`src/rtl/uart_stat_pkg.sv`:
```
package uart_stat_pkg;
  parameter int STATUS_W = 8;
  localparam int TX_EMPTY = 0;
  localparam int TX_DONE  = 1;
  localparam int RX_FULL  = 2;
  localparam int RX_IDLE  = 3;
  localparam int OVERRUN  = 4;
  localparam int FRAME    = 5;
  localparam int NOISE    = 6;
  localparam int PARITY   = 7;
  localparam logic [STATUS_W-1:0] RESET_WORD = STATUS_W'(1) << RX_IDLE;

  typedef struct packed {
    logic [STATUS_W-1:0] set;
    logic [STATUS_W-1:0] clr;
    logic                irqPulse;
  } flagStrobes_t;
endpackage

```
`src/rtl/uart_stat_ctrl.sv`:
```
module uart_stat_ctrl
  import uart_stat_pkg::*;
(
  input  logic                clk,
  input  logic                rstN,
  input  logic                txEnable,
  input  logic                rxIntEn,
  input  logic                txLoad,
  input  logic                txBusy,
  input  logic                rxXfer,
  input  logic                rxNoise,
  input  logic                rxFrame,
  input  logic                rxParity,
  input  logic                rxOverflow,
  input  logic                rxStart,
  input  logic                rxStopDone,
  input  logic                rxMoreData,
  input  logic                statusRead,
  input  logic                txWrite,
  input  logic                rxRead,
  input  logic [STATUS_W-1:0] flagQ,
  output flagStrobes_t        strb
);
  logic                enPrev;
  logic [STATUS_W-1:0] armQ;
  logic [STATUS_W-1:0] access;
  logic [STATUS_W-1:0] clrV;
  logic [STATUS_W-1:0] setV;
  logic                accepted;

  assign accepted = rxXfer && !flagQ[OVERRUN] && !rxOverflow;

  always_ff @(posedge clk) begin
    if (!rstN) enPrev <= 1'b0;
    else       enPrev <= txEnable;
  end

  // Set events for every flag
  always_comb begin
    setV           = '0;
    setV[TX_EMPTY] = txLoad || (txEnable && !enPrev);
    setV[TX_DONE]  = flagQ[TX_EMPTY] && !clrV[TX_EMPTY] && !txBusy;
    setV[RX_FULL]  = accepted;
    setV[NOISE]    = accepted && rxNoise;
    setV[FRAME]    = accepted && rxFrame;
    setV[PARITY]   = accepted && rxParity;
    setV[OVERRUN]  = rxOverflow;
    setV[RX_IDLE]  = rxStopDone && !rxStart;
  end

  // Two-step clear sequence per flag
  for (genvar i = 0; i < STATUS_W; i++) begin : g_arm
    if (i == RX_IDLE) begin : g_idle
      assign access[i] = 1'b0;
      assign armQ[i]   = 1'b0;
      assign clrV[i]   = rxStart;
    end else begin : g_seq
      if (i == TX_EMPTY || i == TX_DONE) begin : g_tx
        assign access[i] = txWrite;
      end else begin : g_rx
        assign access[i] = rxRead;
      end
      logic armR;
      always_ff @(posedge clk) begin
        if (!rstN)                        armR <= 1'b0;
        else if (access[i])               armR <= 1'b0;
        else if (statusRead && flagQ[i])  armR <= 1'b1;
      end
      assign armQ[i] = armR;
      if (i == RX_FULL) begin : g_full
        assign clrV[i] = access[i] && armR && !rxMoreData;
      end else begin : g_plain
        assign clrV[i] = access[i] && armR;
      end
    end
  end

  assign strb.set      = setV;
  assign strb.clr      = clrV;
  assign strb.irqPulse = accepted && rxIntEn;

  // an unarmed transmit-empty flag cannot drop
  a_r2_needs_arm: assert property (@(posedge clk) disable iff (!rstN)
    flagQ[TX_EMPTY] && !armQ[TX_EMPTY] |=> flagQ[TX_EMPTY]);
  // an unarmed receive-full flag cannot drop
  a_r6_needs_arm: assert property (@(posedge clk) disable iff (!rstN)
    flagQ[RX_FULL] && !armQ[RX_FULL] |=> flagQ[RX_FULL]);
  // an unarmed framing flag cannot drop
  a_r10_needs_arm: assert property (@(posedge clk) disable iff (!rstN)
    flagQ[FRAME] && !armQ[FRAME] |=> flagQ[FRAME]);
endmodule

```
`src/rtl/uart_stat_flags.sv`:
```
module uart_stat_flags
  import uart_stat_pkg::*;
(
  input  logic                clk,
  input  logic                rstN,
  input  flagStrobes_t        strb,
  output logic [STATUS_W-1:0] flagQ,
  output logic                irq
);
  for (genvar i = 0; i < STATUS_W; i++) begin : g_flag
    always_ff @(posedge clk) begin
      if (!rstN)            flagQ[i] <= RESET_WORD[i];
      else if (strb.set[i]) flagQ[i] <= 1'b1;
      else if (strb.clr[i]) flagQ[i] <= 1'b0;
    end
  end

  always_ff @(posedge clk) begin
    if (!rstN) irq <= 1'b0;
    else       irq <= strb.irqPulse;
  end

  // a set strobe always leaves the flag at 1
  a_r12_set_wins: assert property (@(posedge clk) disable iff (!rstN)
    strb.set[RX_FULL] |=> flagQ[RX_FULL]);
  // start detection makes the receiver busy
  a_r11_start_busy: assert property (@(posedge clk) disable iff (!rstN)
    strb.clr[RX_IDLE] |=> !flagQ[RX_IDLE]);
endmodule

```
`src/rtl/uart_stat_top.sv`:
```
module uart_stat_top
  import uart_stat_pkg::*;
(
  input  logic                clk,
  input  logic                rstN,
  input  logic                txEnable,
  input  logic                rxIntEn,
  input  logic                txLoad,
  input  logic                txBusy,
  input  logic                rxXfer,
  input  logic                rxNoise,
  input  logic                rxFrame,
  input  logic                rxParity,
  input  logic                rxOverflow,
  input  logic                rxStart,
  input  logic                rxStopDone,
  input  logic                rxMoreData,
  input  logic                statusRead,
  input  logic                txWrite,
  input  logic                rxRead,
  output logic [STATUS_W-1:0] status,
  output logic                irq
);
  flagStrobes_t        strb;
  logic [STATUS_W-1:0] flagQ;

  uart_stat_ctrl i_ctrl (
    .clk, .rstN, .txEnable, .rxIntEn, .txLoad, .txBusy, .rxXfer, .rxNoise,
    .rxFrame, .rxParity, .rxOverflow, .rxStart, .rxStopDone, .rxMoreData,
    .statusRead, .txWrite, .rxRead, .flagQ, .strb
  );

  uart_stat_flags i_flags (.clk, .rstN, .strb, .flagQ, .irq);

  assign status = flagQ;

  // transmit complete cannot appear while a character is queued
  a_r3_no_done_queued: assert property (@(posedge clk) disable iff (!rstN)
    !status[TX_EMPTY] && !status[TX_DONE] |=> !status[TX_DONE]);
  // overrun blocks new receive data
  a_r9_overrun_blocks: assert property (@(posedge clk) disable iff (!rstN)
    status[OVERRUN] && !status[RX_FULL] |=> !status[RX_FULL]);
  // an overflowing transfer never raises noise
  a_r8_no_noise_ovf: assert property (@(posedge clk) disable iff (!rstN)
    rxXfer && rxOverflow && !status[NOISE] |=> !status[NOISE]);
  // interrupt pulse only with receive full
  a_r5_irq_full: assert property (@(posedge clk) disable iff (!rstN)
    irq |-> status[RX_FULL]);
endmodule

```
`config.mk`:
```
export PLATFORM = sky130hd
export DESIGN_NAME = uart_stat_top
export DESIGN_NICKNAME = d
export VERILOG_FILES = /design/src/rtl/uart_stat_pkg.sv /design/src/rtl/uart_stat_ctrl.sv /design/src/rtl/uart_stat_flags.sv /design/src/rtl/uart_stat_top.sv
export SDC_FILE = /design/constraint.sdc
export NUM_CORES = 1
export LEC_CHECK = 0
export ABC_AREA = 0
export BUFFER_PORTS_ARGS = -buffer_cell sky130_fd_sc_hd__buf_2
export CAP_MARGIN = 20
export CORE_AREA = 4 4 44 46
export CTS_CLUSTER_SIZE = 30
export DETAILED_ROUTE_END_ITERATION = 8
export DIE_AREA = 0 0 48 50
export GPL_ROUTABILITY_DRIVEN = 0
export GPL_TIMING_DRIVEN = 0
export HOLD_SLACK_MARGIN = 0.06
export PLACE_DENSITY = 0.73
export SETUP_SLACK_MARGIN = 0.4
export SYNTH_ARGS = -nofsm -noshare
export SYNTH_HDL_FRONTEND = slang
export SYNTH_HIERARCHICAL = 1
export SYNTH_SLANG_ARGS = --single-unit
```
`constraint.sdc`:
```
create_clock -name clk -period 1.35 [get_ports clk]
set_input_delay 0 -clock clk [delete_from_list [all_inputs] [get_ports clk]]
set_output_delay 0 -clock clk [all_outputs]
set_load 0.03 [all_outputs]
```
==> results.txt <==
The flow ran to the end, and the final reports show no timing, DRC or antenna violations. The total non-filler cell area in the finished layout is 0.00106 sq mm. The post-CTS setup buffer count is 0.

In the synthesized netlist the async set-or-reset flop fraction comes to 0%. The DRC violation count after routing came out at 0. The synthesis warning total is 6. In this run the number of H-tree levels came out at 1. The first detailed-routing pass took 2 iterations. The number of enable flip-flop cells after synthesis came out at 0.

The number of clock sinks came out at 17. The leakage power figure is 0.481 nW. The final critical delay including setup and external delays is 947 ps. Measured along the y axis, the die boundary spans 50 um. The via count of the first global-routing pass came out at 574.

STA classifies the critical path startpoint as a flop. Power comes to 0.000992 W. Setup repair after global routing could not meet its margin everywhere. The placed cell area is 886 sq um. The highest clock rate came out at 1060 MHz.

In this run the mean area of a mapped cell was 10.3 sq um. The total number of vias came out at 590. The maximum number of pins on one net before global-route repair came out at 10. TritonCTS built the clock tree. The type of destination of the critical path is a flop. Between clock sinks in the finished design, the worst skew comes to 0.790 ps.

The met3 track demand over resource is 5.45%. The net count reported at finish is 133. The signed area change from the synthesized netlist to the final layout came out at 43.3%. The setup check on the worst reg-to-reg path leaves a slack of 400 ps. The die covers 0.00240 sq mm. The starting DRC count in detailed routing came out at 2. The tightest min-delay check is of the primary input to flop type. The cell area after synthesis is 739 sq um. The clock tree root buffer cell is clkbuf_4. By count the netlist is led by dfxtp_1, and2_1, nor2_1. For the final routed database, the setup TNS stands at 0 ps.

Measured in cells, the most critical reg-to-reg path has a length of 3. The most used flip-flop cell after synthesis is dfxtp_1. The synthesized instance count is 72. The number of hold-slack violations in the final timing report came to 0. For this run, the share of the core covered by cells in the final layout is 70.3%.

The initialized floorplan defines 14 standard-cell rows. In the global route stage, met1 resource usage came out at 16.0%. Using the TritonRoute via totals, the vias-per-cell ratio works out to 4.50.

The number of clock buffers added by TritonCTS is 3. The library cell with the highest instance count after synthesis is dfxtp_1. The worst-case clock buffer depth came out at 2. The worst register-to-register path ends at i_flags/irq. The number of distinct standard cells referenced by the synthesized netlist came out at 17. The insertion delay to the later sink of the worst-skew pair is 290 ps.

Yosys attributes the largest share of cell area to dfxtp_1, nor2b_4, and2_1, o21a_1, a21oi_1. The fill cell total of the finished layout is 121. The number of antenna violations at the first check in global routing came out at 0. Global routing finished with a remaining overflow of 0.

The sequential cell area fraction in the yosys report is 46.0%. Along the worst path, the maximum fanout reaches 5. Of the post-synthesis cell area, the dominant cell type holds 46.0%. The power density over cell area came out at 936 mW/mm^2.

The overall global routing resource usage came out at 14.6%. The die extent in x is 48 um. The measured slew at the worst slew-check pin is 240 ps. The largest total area in the synthesized netlist belongs to dfxtp_1. The port buffer count came out at 25.

The busiest layer in global routing is met2. The total of flip-flops plus latches after synthesis is 17. Once detail routing completed, the nets flagged for antenna violations numbered 0. Global routing used 23.1% of the available met2 tracks. The worst setup path is of the flop to flop kind. The clock edge transition at the registers on the reported setup and hold paths is 90 ps. The required arrival time at the worst endpoint came out at 1590 ps. Pin placement for this block handled 26 I/O pins. The worst voltage drop across the vdd grid is 0.682 mV. The tool flagged a number of max-cap violations equal to 0.

The worst slew margin relative to its limit is 84.0%. At the worst endpoint, the arrival time is 1190 ps. The share of post-route cells with drive strength above 1 came out at 38.3%. The final routed wirelength across all metal layers is 1420 um. The worst register-to-register path begins at i_flags/flagQ[4]. Of the available clock period, the critical path in the final layout requires 70.1%.

The worst setup path startpoint is i_flags/flagQ[4]. The total count of max-transition violations in the final report came to 0. The core box area is 0.00151 sq mm.

The number of diodes added for antenna fixing came out at 0. The synthesized netlist net count came out at 89. The most critical setup path has its endpoint at i_flags/irq. The initial utilization of the core area, before any placement, comes to 49.1%. Setup violations remaining at the end of the flow were counted as 0.

The wire length per cell after detailed routing is 10.9 um. The global-route wire length before repair came out at 2400 um.
area by class of cell:
class / instances / area, sq um / share of cell area, %
timing repair buffer: 39 / 265 / 25.0
buffer: 4 / 33.8 / 3.19
sequential: 17 / 342 / 32.2
multi-input combinational: 50 / 369 / 34.8
clock buffer: 4 / 26.3 / 2.48
inverter: 1 / 3.75 / 0.354
tap: 16 / 20.0 / 1.89
stage by stage:
stage | cells | worst slack, ps | hold WS, ps
final | 131 | 403 | 151
after global placement | 113 | 413 | 216
after global routing | 131 | 337 | 190
after floorplan | 72 | 402 | 122
after detailed placement | 113 | 396 | 221
after CTS | 131 | 388 | 153
per-layer routing:
layer / vias to the layer above / wire [um]
li1: 319 / -
met1: 247 / 590
met2: 20 / 690
met4: 0 / 28
met5: - / 0
met3: 4 / 114
power breakdown:
part	switching [W]	internal, W	leakage, nW
Clock	0.000155	0.000115	0.0150
Sequential	0.0000135	0.000523	0.139
Combinational	0.0000800	0.000106	0.327
cells by family after synthesis:
group / share of synthesized area (%)
buf+inv: 5.08
simple gates: 36.0
flops: 46.0
compound gates: 12.9
worst max-delay path: stages, from the launching register on:
cell and delay, ps:
dfxtp_2 350, nor3b_4 250, and2_4 180, and2_4 120
cells in the final DEF, fill, tap and decap left out:
| master | instances |
|---|---|
| and2_4 | 2 |
| nand3b_1 | 1 |
| nor3b_2 | 1 |
| and2_1 | 10 |
| dlygate4sd3_1 | 14 |
| clkbuf_4 | 3 |
| buf_2 | 25 |
| dfxtp_2 | 1 |
| a21oi_1 | 7 |
| buf_6 | 1 |
| a21o_1 | 1 |
| o21a_1 | 7 |
| dfxtp_1 | 16 |
| nor2b_4 | 7 |
| inv_1 | 1 |
| clkbuf_1 | 1 |
| nand2b_1 | 3 |
| nor2_1 | 8 |
| nor2b_1 | 1 |
| buf_4 | 3 |
| nand2_1 | 1 |
| nor3b_4 | 1 |
worst min path at each step:
stage | to | depth (start not counted) | from | slack, ps
2_1_floorplan | i_ctrl/enPrev | 1 | txEnable | 120
3_3_place_gp | i_ctrl/enPrev | 2 | txEnable | 220
3_5_place_dp | i_ctrl/enPrev | 2 | txEnable | 220
4_1_cts | i_ctrl/g_arm[5].g_seq.armR | 3 | rxRead | 150
5_1_grt | i_ctrl/g_arm[7].g_seq.armR | 3 | rxRead | 190
6_report | i_ctrl/g_arm[7].g_seq.armR | 3 | rxRead | 150
what timing repair did:
item | CTS | global route
hold buffers | 14 | 0
endpoints found under the hold margin | 17 | 0
gates resized for setup | 0 | 2
endpoints found under the setup margin | 5 | 6
pin swaps | 3 | 0
registers in the layout, summed over array words and instances, names as in the netlist:
signal and count:
i_ctrl/enPrev 1, i_flags/flagQ 8, i_ctrl/g_arm.g_seq.armR 7, i_flags/irq 1
No activity file was read; power rests on OpenSTA's default activity.
